[config.mk]
export PLATFORM = sky130hd
export DESIGN_NAME = pole_fault_detector
export DESIGN_NICKNAME = d
export VERILOG_FILES = /design/src/rtl/pvfd_pkg.sv /design/src/rtl/pole_err_calc.sv /design/src/rtl/pulse_timer.sv /design/src/rtl/leg_channel.sv /design/src/rtl/pole_fault_detector.sv
export SDC_FILE = /design/constraint.sdc
export NUM_CORES = 1
export LEC_CHECK = 0
export BUFFER_PORTS_ARGS = -buffer_cell sky130_fd_sc_hd__buf_2
export CAP_MARGIN = 10
export CORE_MARGIN = 2
export CORE_UTILIZATION = 60
export CTS_BUF_LIST = sky130_fd_sc_hd__clkbuf_4 sky130_fd_sc_hd__clkbuf_8 sky130_fd_sc_hd__clkbuf_16
export DETAILED_ROUTE_END_ITERATION = 8
export PLACE_DENSITY = 0.94
export RECOVER_POWER = 25
export SYNTH_ARGS = -nofsm -noshare
export SYNTH_HDL_FRONTEND = slang
export SYNTH_SLANG_ARGS = --single-unit
export TNS_END_PERCENT = 10
[constraint.sdc]
create_clock -name clk -period 13.5 [get_ports clk]
set_input_delay 2.7 -clock clk [delete_from_list [all_inputs] [get_ports clk]]
set_output_delay 2.7 -clock clk [all_outputs]
set_load 0.01 [all_outputs]
[src/rtl/pvfd_pkg.sv]
package pvfd_pkg;

    // Per-leg supervision state
    typedef enum logic [1:0] {
        CH_IDLE  = 2'd0,
        CH_COUNT = 2'd1,
        CH_TRIP  = 2'd2
    } ch_state_e;

    // Verdict of the duration stage for one leg
    typedef struct packed {
        logic active;   // voltage criterion currently met
        logic expire;   // duration criterion met on this edge
    } leg_verdict_t;

    // Next state of one channel from its current state and verdict
    function automatic ch_state_e next_state(input ch_state_e cur, input leg_verdict_t v);
        ch_state_e nxt;
        if (cur == CH_TRIP)      nxt = CH_TRIP;
        else if (v.expire)       nxt = CH_TRIP;
        else if (v.active)       nxt = CH_COUNT;
        else                     nxt = CH_IDLE;
        return nxt;
    endfunction

endpackage

[src/rtl/pole_err_calc.sv]
module pole_err_calc #(
    parameter int W = 16
) (
    input  logic [W-1:0] vdc,
    input  logic [W-1:0] vmeas,
    input  logic         gate,
    input  logic [W-1:0] thr,
    output logic         over_thr
);
    localparam int EW = W + 2;

    logic signed [W-1:0]  half_link;
    logic signed [EW-1:0] half_ext;
    logic signed [EW-1:0] est_v;
    logic signed [EW-1:0] meas_ext;
    logic signed [EW-1:0] diff_v;
    logic        [EW-1:0] mag_v;
    logic        [EW-1:0] thr_ext;

    always_comb begin
        half_link = $signed(vdc) >>> 1;
        half_ext  = {{2{half_link[W-1]}}, half_link};
        est_v     = gate ? half_ext : -half_ext;
        meas_ext  = {{2{vmeas[W-1]}}, vmeas};
        diff_v    = meas_ext - est_v;
        mag_v     = diff_v[EW-1] ? $unsigned(-diff_v) : $unsigned(diff_v);
        thr_ext   = {2'b00, thr};
        over_thr  = (mag_v > thr_ext);
    end

endmodule

[src/rtl/pulse_timer.sv]
module pulse_timer #(
    parameter int CNT_W = 8
) (
    input  logic             clk,
    input  logic             rst,
    input  logic             tick,
    input  logic             active,
    input  logic             hold,
    input  logic [CNT_W-1:0] limit,
    output logic             expire
);
    localparam logic [CNT_W-1:0] CNT_MAX = {CNT_W{1'b1}};

    logic [CNT_W-1:0] cnt_q;
    logic [CNT_W:0]   cnt_inc;

    assign cnt_inc = {1'b0, cnt_q} + {{CNT_W{1'b0}}, 1'b1};

    always_ff @(posedge clk) begin
        if (rst) begin
            cnt_q <= '0;
        end else if (hold) begin
            cnt_q <= cnt_q;
        end else if (!active) begin
            cnt_q <= '0;
        end else if (tick && (cnt_q != CNT_MAX)) begin
            cnt_q <= cnt_inc[CNT_W-1:0];
        end
    end

    // Duration reached on the edge where the count would become >= limit
    assign expire = active && tick && !hold && (cnt_inc >= {1'b0, limit});

endmodule

[src/rtl/leg_channel.sv]
module leg_channel
    import pvfd_pkg::*;
#(
    parameter int W     = 16,
    parameter int CNT_W = 8
) (
    input  logic             clk,
    input  logic             rst,
    input  logic             tick,
    input  logic [W-1:0]     vdc,
    input  logic [W-1:0]     vmeas,
    input  logic             gate,
    input  logic [W-1:0]     thr_volt,
    input  logic [CNT_W-1:0] thr_time,
    output logic             over_thr,
    output logic             fault
);
    ch_state_e    state_q;
    leg_verdict_t verdict;
    logic         err_now;
    logic         expire_now;
    logic         tripped;

    assign tripped = (state_q == CH_TRIP);

    pole_err_calc #(.W(W)) u_err (
        .vdc      (vdc),
        .vmeas    (vmeas),
        .gate     (gate),
        .thr      (thr_volt),
        .over_thr (err_now)
    );

    pulse_timer #(.CNT_W(CNT_W)) u_timer (
        .clk    (clk),
        .rst    (rst),
        .tick   (tick),
        .active (err_now),
        .hold   (tripped),
        .limit  (thr_time),
        .expire (expire_now)
    );

    always_comb begin
        verdict.active = err_now;
        verdict.expire = expire_now;
    end

    always_ff @(posedge clk) begin
        if (rst) state_q <= CH_IDLE;
        else     state_q <= next_state(state_q, verdict);
    end

    assign over_thr = err_now;
    assign fault    = tripped;

endmodule

[src/rtl/pole_fault_detector.sv]
module pole_fault_detector #(
    parameter int W        = 16,
    parameter int CNT_W    = 8,
    parameter int NUM_LEGS = 3
) (
    input  logic                  clk,
    input  logic                  rst,
    input  logic                  tick,
    input  logic [W-1:0]          vdc,
    input  logic [NUM_LEGS*W-1:0] vpole,
    input  logic [NUM_LEGS-1:0]   gate_top,
    input  logic [W-1:0]          thr_volt,
    input  logic [CNT_W-1:0]      thr_time,
    output logic [NUM_LEGS-1:0]   fault
);
    logic [NUM_LEGS-1:0] over_thr;

    for (genvar g = 0; g < NUM_LEGS; g++) begin : g_leg
        leg_channel #(.W(W), .CNT_W(CNT_W)) u_ch (
            .clk      (clk),
            .rst      (rst),
            .tick     (tick),
            .vdc      (vdc),
            .vmeas    (vpole[g*W +: W]),
            .gate     (gate_top[g]),
            .thr_volt (thr_volt),
            .thr_time (thr_time),
            .over_thr (over_thr[g]),
            .fault    (fault[g])
        );
    end

endmodule

==> results of run 1 <==
tightest hold or removal path, cell delays in order, from the launching register on:
cell and delay [ns]:
dfxtp_1 0.32, mux2i_1 0.13, nor3_1 0.06
placed cells by master, fill, tap and decap left out, types with 6 or more instances in the layout:
cell / netlist / layout
buf_2: 12 / 92
or3_1: 7 / 7
ha_1: 130 / 130
a31oi_1: 15 / 15
nand4_1: 17 / 17
nor3b_1: 6 / 6
mux2i_1: 7 / 7
nand3_1: 32 / 32
xor2_1: 39 / 40
nor3_1: 55 / 56
nor2_1: 122 / 122
inv_1: 60 / 60
nand2_1: 64 / 64
and2_1: 13 / 13
o21a_1: 15 / 15
nor2b_1: 17 / 17
or2_2: 12 / 12
a221oi_1: 8 / 8
a21oi_1: 62 / 62
o211ai_1: 14 / 14
a211oi_1: 18 / 18
a211o_1: 7 / 7
o2111ai_1: 7 / 7
o21ai_0: 48 / 48
dfxtp_1: 30 / 30
and4_1: 7 / 7
a21o_1: 46 / 46
nand2b_1: 16 / 16
and3_1: 15 / 15
xnor2_1: 105 / 107
metrics by stage:
stage	cells	utilization [%]	power (W)	area, um^2	setup WS, ns
finish	1383	65.8	0.000979	9130	2.43
global route	1383	65.8	0.00107	9130	1.81
CTS	1383	66.2	0.000970	9190	4.12
detailed placement	1375	65.0	0.000837	9030	3.87
global placement	1375	65.0	0.000807	9030	3.98
floorplan	1144	-	0.000687	8510	4.97
flip-flops by register name, summed over array words and instances, names as in the netlist:
register,cells
g_leg.u_ch.u_timer.cnt_q,24
g_leg.u_ch.state_q,6
kinds of logic (layout without fill, tap and decap cells):
| family | after synthesis | count (layout) | share of synthesized area (%) |
|---|---|---|---|
| mux | 12 | 12 | 1.75 |
| fa+ha+maj | 133 | 133 | 19.8 |
| flops | 30 | 30 | 7.05 |
| buf+inv | 105 | 164 | 4.94 |
| xor+xnor | 149 | 149 | 15.9 |
| simple gates | 409 | 409 | 24.7 |
| compound gates | 306 | 306 | 25.9 |
where the power goes:
part | leakage (nW) | internal (W) | switching, W | total [W]
clock network | 0.0836 | 0.0000861 | 0.0000395 | 0.000126
registers | 0.243 | 0.0000964 | 0.00000552 | 0.000102
logic | 3.86 | 0.000317 | 0.000434 | 0.000751
layout make-up:
cell class                 instances  area (um^2)  share of cell area, %
clock buffer                       5          125                   1.37
clock inverter                     3         40.0                  0.439
timing repair buffer              96          479                   5.25
inverter                          60          225                   2.47
sequential                        30          601                   6.58
multi-input combinational       1009         7430                   81.4
tap                              180          225                   2.47
layer usage:
metal / routed length [um] / track usage (%) / up-vias
li1: - / - / 4297
met1: 9990 / 40.3 / 4084
met2: 10400 / 50.8 / 364
met3: 1960 / 4.84 / 72
met4: 610 / 9.02 / 2
met5: 13 / 0 / -
worst min path at each step:
| stage | from | end |
|---|---|---|
| final | g_leg[0].u_ch.u_timer.cnt_q[1] | g_leg[0].u_ch.u_timer.cnt_q[1] |
| after global routing | g_leg[0].u_ch.u_timer.cnt_q[1] | g_leg[0].u_ch.u_timer.cnt_q[1] |
| after CTS | g_leg[0].u_ch.u_timer.cnt_q[1] | g_leg[0].u_ch.u_timer.cnt_q[1] |
| after detailed placement | g_leg[2].u_ch.u_timer.cnt_q[1] | g_leg[2].u_ch.u_timer.cnt_q[1] |
| after global placement | g_leg[2].u_ch.u_timer.cnt_q[1] | g_leg[2].u_ch.u_timer.cnt_q[1] |
| after floorplan | g_leg[1].u_ch.u_timer.cnt_q[1] | g_leg[1].u_ch.u_timer.cnt_q[1] |
==> results.txt, run 1 <==
peak supply drop: 0.0604 mV
largest net degree at the start of global routing: 32
Hold Path Depth: 2
minimum clock period: 11.07 ns
Critical-path top delay cell: xnor2_1
Arr. time, crit path: 11.19 ns
Slew @ Worst Pin: 1.41 ns
clock tree buffer depth: 2
count leader, synth: ha_1
unrepaired setup endpoints after global routing: no
Crit path largest cell delay: 1.03 ns
Worst Hold Class: reg -> reg
drt pass-1 iters: 5
reg2reg setup slack: 11.03 ns
Rows: 43
Syn Nets: 1371
post-synth design cell area: 8510 um^2
reg-to-reg critical path startpoint: g_leg[2].u_ch.u_timer.cnt_q[0]
Final Hold Slack: 0.554 ns
number of remaining DRC errors: 0
top post-synthesis cells by count: 130 x ha_1, 122 x nor2_1, 105 x xnor2_1, 64 x nand2_1, 62 x a21oi_1
CTS Buf Count: 5
ant diodes: 0
CP dominant cell by count: xnor2_1
CP Launch Point: vdc[1]
Worst EP required: 13.62 ns
Final setup viols: 0
Gate Count Post-Synth: 1144
CP Depth: 27
clk sinks: 30
via count of the first global-routing pass: 8201
total negative slack: 0 ns
Clk pin slew, worst setup/hold paths: 0.05 ns
area leader, netlist: ha_1
gpl congestion: 0.999
Final Cycle Share: 82.0%
static leakage: 4.19 nW
FF+latch count, synth: 30
die area: 15200 um^2
Worst slew margin: 5.57%
DR vias: 8819
worst path bufs/invs: 1
top_reg_cell synth: dfxtp_1
max_cap viols: 0
IO Port Bufs: 95
maximum net fanout on the critical path: 18
clk_skew: 0.00246 ns
RR Endpoint: g_leg[2].u_ch.state_q[1]
GRT overflow: 0
status: finished clean
initial antenna violation count: 1
CTS resizes: 0
post-route ant nets: 0
Die Ht: 123 um
Ports: 97
gr usage total: 30.4%
H-tree depth: 2
yosys warns: 0
Starting Density: 61.3%
Fin. Hold Viols: 0
Critical Path End Type: flop
Vias/cell: 6.38
Yosys top cell area share: 19.1%
P&R area growth vs syn: 7.22%
Post-synth EDFFs: 0
TritonCTS clock tree: yes
HPWL Detailed: 19100 um
Mean Syn Cell Area: 7.44 um^2
Clk Tree Root Cell: clkbuf_16
asr flop ratio synth: 0%
final number of max-transition violations: 0
worst reg2reg path depth: 13
share of layout cells above drive strength 1: 12.1%
final net count: 1429
number of fillers in the final layout: 1155
Max Clk Rate: 90.3 MHz
wire length per cell: 16.6 um
crit start category: primary input
hold_buf cts: 0
Yosys cell types: 91
crit path capture: g_leg[1].u_ch.u_timer.cnt_q[1]
kind of critical path: in -> reg
top cell family by delay on the critical path: simple AND/OR/NAND/NOR gates
DIE WIDTH: 123 um
initial detailed-routing violation count: 634
PwrDens: 107 nW/um^2
Post-Route WL: 23000 um
Core Area: 13900 um^2
Seq/Total Area, Yosys: 7.05%
Skew-Pair Late Insertion Delay: 0.28 ns
top cells by area, synth: ha_1 19%, xnor2_1 11%, dfxtp_1 7.1%
first-pass GRT wire length: 37800 um
Post-CTS Repair Setup Buffers: 0
(Power assumes the default switching activity.)
==> run 2, diff against run 1 <==
ABC_AREA = 1   (was unset)
CORE_UTILIZATION = 56   (was 60)
PLACE_DENSITY = 0.92   (was 0.94)
clock period = 8.97 ns   (was 13.5 ns; I/O delays follow)
==> results.txt, run 2 <==
die area: 17100 um^2 (was 15200 um^2)
top cells by area, synth: nand2_1 22%, ha_1 18%, inv_1 11% (was ha_1 19%, xnor2_1 11%, dfxtp_1 7.1%)
yosys warns: 0 (unchanged)
CTS resizes: 0 (unchanged)
Syn Nets: 1857 (was 1371)
status: finished clean (unchanged)
clock tree buffer depth: 2 (unchanged)
Vias/cell: 5.37 (was 6.38)
Detail Route met3 WL: 1370 um (was 1960 um)
P&R area growth vs syn: 8.54% (was 7.22%)
area leader, netlist: nand2_1 (was ha_1)
HPWL Detailed: 21200 um (was 19100 um)
number of remaining DRC errors: 0 (unchanged)
number of fillers in the final layout: 1543 (was 1155)
largest net degree at the start of global routing: 24 (was 32)
unrepaired setup endpoints after global routing: no (unchanged)
Worst EP required: 9.12 ns (was 13.62 ns)
Final setup viols: 0 (unchanged)
sequential share of power: 13.2% (was 10.4%)
minimum clock period: 7.79 ns
H-tree depth: 2 (unchanged)
FF+latch count, synth: 30 (unchanged)
Gate Count Post-Synth: 1630 (was 1144)
most common cell after layout, fill and taps aside: nand2_1 (was ha_1)
GRT overflow: 0 (unchanged)
top_reg_cell synth: dfxtp_1 (unchanged)
Critical-path top delay cell: nand2_1 (was xnor2_1)
static leakage: 5.85 nW (was 4.19 nW)
asr flop ratio synth: 0% (unchanged)
max layer used: met5 (unchanged)
Worst slew margin: 53.0% (was 5.57%)
via count of the first global-routing pass: 9473 (was 8201)
Largest regs: g_leg.u_ch.u_timer.cnt_q x24, g_leg.u_ch.state_q x6 (unchanged)
Yosys top cell area share: 22.1% (was 19.1%)
Arr. time, crit path: 7.95 ns (was 11.19 ns)
clk sinks: 30 (unchanged)
Final Hold Slack: 0.549 ns (was 0.554 ns)
NetSw: 0.000793 W (was 0.000479 W)
switching part of the total: 52.8% (was 48.9%)
PwrDens: 154 nW/um^2 (was 107 nW/um^2)
Core Area: 15800 um^2 (was 13900 um^2)
DR WL met2: 11700 um (was 10400 um)
Die Ht: 131 um (was 123 um)
Mean Syn Cell Area: 5.52 um^2 (was 7.44 um^2)
Clock power frac: 12.6% (was 12.8%)
Post-synth EDFFs: 0 (unchanged)
post-route ant nets: 0 (unchanged)
Rows: 46 (was 43)
Seq/Total Area, Yosys: 6.67% (was 7.05%)
Final Cycle Share: 86.9%
Ports: 97 (unchanged)
Int Power: 0.000710 W (was 0.000500 W)
Clk pin slew, worst setup/hold paths: 0.05 ns (about the same)
CP dominant cell by count: nand2_1 (was xnor2_1)
Slew @ Worst Pin: 0.698 ns (was 1.41 ns)
DR vias: 10400 (was 8819)
count leader, synth: nand2_1 (was ha_1)
Crit path largest cell delay: 0.36 ns (was 1.03 ns)
initial antenna violation count: 1 (unchanged)
Starting Density: 57.1% (was 61.3%)
TritonCTS clock tree: yes (unchanged)
Yosys cell types: 47 (was 91)
total negative slack: 0 ns (unchanged)
CTS Buf Count: 5 (unchanged)
gpl congestion: 1.02 (was 0.999)
peak supply drop: 0.140 mV (was 0.0604 mV)
reg2reg setup slack: 6.43 ns (was 11.03 ns)
max_cap viols: 0 (unchanged)
drt pass-1 iters: 7 (was 5)
top post-synthesis cells by count: 529 x nand2_1, 272 x inv_1, 162 x nor2_1, 130 x ha_1, 122 x nand3_1 (was 130 x ha_1, 122 x nor2_1, 105 x xnor2_1, 64 x nand2_1, 62 x a21oi_1)
final number of max-transition violations: 0 (unchanged)
clk_skew: 0.00698 ns (was 0.00246 ns)
Skew-Pair Late Insertion Delay: 0.28 ns (about the same)
max reg flops: 24 (unchanged)
Comb power frac: 74.2% (was 76.8%)
hold_buf cts: 0 (unchanged)
maximum net fanout on the critical path: 14 (was 18)
share of layout cells above drive strength 1: 9.33% (was 12.1%)
Critical Path End Type: flop (unchanged)
Reg with most FFs: g_leg.u_ch.u_timer.cnt_q (unchanged)
final net count: 1941 (was 1429)
commonest non-fill, non-tap cells in the layout: 534 x nand2_1, 272 x inv_1, 162 x nor2_1 (was 130 x ha_1, 122 x nor2_1, 107 x xnor2_1)
gr usage total: 29.2% (was 30.4%)
Clk Tree Root Cell: clkbuf_16 (unchanged)
Fin. Hold Viols: 0 (unchanged)
M1 wire length: 10500 um (was 9990 um)
initial detailed-routing violation count: 618 (was 634)
first-pass GRT wire length: 40700 um (was 37800 um)
Post-Route WL: 25000 um (was 23000 um)
ant diodes: 0 (unchanged)
IO Port Bufs: 95 (unchanged)
DIE WIDTH: 131 um (was 123 um)
Max Clk Rate: 128 MHz
kind of critical path: in -> reg (unchanged)
Post-CTS Repair Setup Buffers: 0 (unchanged)
post-synth design cell area: 9000 um^2 (was 8510 um^2)
crit start category: primary input (unchanged)
wire length per cell: 12.9 um (was 16.6 um)
Worst Hold Class: reg -> reg (unchanged)
## run 2: cell types whose count changed in the layout (fill, tap and decap cells not counted), sizes merged, moves of 19 or more
cell | previous run | this run
nor3 | 56 | 20
a211oi | 20 | 1
nand3 | 32 | 128
a21o | 46 | 0
xor2 | 40 | 59
inv | 60 | 280
xnor2 | 109 | 12
nand2 | 64 | 565
nor2 | 122 | 172
## run 2: layout make-up
cell class | count | area [um^2] | share of cell area [%]
Multi-Input combinational cell | 1301 | 7200 | 73.7
Sequential cell | 30 | 601 | 6.15
Tap cell | 216 | 270 | 2.77
Timing Repair Buffer | 95 | 472 | 4.83
Clock buffer | 5 | 125 | 1.28
Inverter | 281 | 1060 | 10.9
Clock inverter | 3 | 40.0 | 0.410
## run 2: per-stage QoR
step | total power [W] | setup WS (ns) | utilization [%] | cell area, um^2 | cells
finish | 0.00150 | 1.18 | 61.9 | 9770 | 1931
global route | 0.00167 | 0.532 | 61.9 | 9770 | 1931
CTS | 0.00149 | 1.38 | 62.1 | 9790 | 1931
detailed placement | 0.00129 | 1.13 | 61.1 | 9630 | 1923
global placement | 0.00124 | 1.36 | 61.1 | 9630 | 1923
floorplan | 0.00107 | 2.53 | - | 9000 | 1630
## run 2: cells by family after synthesis
| logic type | Yosys count | synth area share, % |
|---|---|---|
| AO/OA/AOI/OAI | 162 | 9.66 |
| AND/OR/NAND/NOR | 935 | 44.9 |
| adder cells (fa/ha/maj) | 133 | 18.7 |
| flip-flops | 30 | 6.67 |
| buffers and inverters | 299 | 13.1 |
| XOR/XNOR | 71 | 6.91 |
## run 2: worst paths after layout
check	startpoint	cells past startpoint	to
max	vdc[1]	40	g_leg[1].u_ch.u_timer.cnt_q[5]
min	g_leg[2].u_ch.u_timer.cnt_q[7]	4	g_leg[2].u_ch.u_timer.cnt_q[7]
max reg2reg	g_leg[2].u_ch.u_timer.cnt_q[0]	14	g_leg[2].u_ch.state_q[0]
min reg2reg	g_leg[2].u_ch.u_timer.cnt_q[7]	4	g_leg[2].u_ch.u_timer.cnt_q[7]
## run 2: critical path: cells and delay by family
kind	cells	cell delay, ns
and+or+nand+nor	25	3.43
AOI/OAI and AO/OA	5	0.98
xor gates and xnor gates	1	0.16
adders and majority gates	3	0.85
buffers and inverters	6	0.70
## run 2: metal layers
metal	GRT usage, %	vias to the layer above
met4	15.0	2
met3	2.65	93
met2	52.2	361
met5	0	-
met1	34.7	4600
li1	-	5321
## run 2: power by group through the flow
stage | Combinational [W] | Clock [W] | Sequential [W]
final | 0.00112 | 0.000189 | 0.000199
after global routing | 0.00128 | 0.000196 | 0.000203
after detailed placement | 0.00109 | 0 | 0.000200
after global placement | 0.00104 | 0 | 0.000198
after CTS | 0.00110 | 0.000191 | 0.000198
after floorplan | 0.000872 | 0 | 0.000194
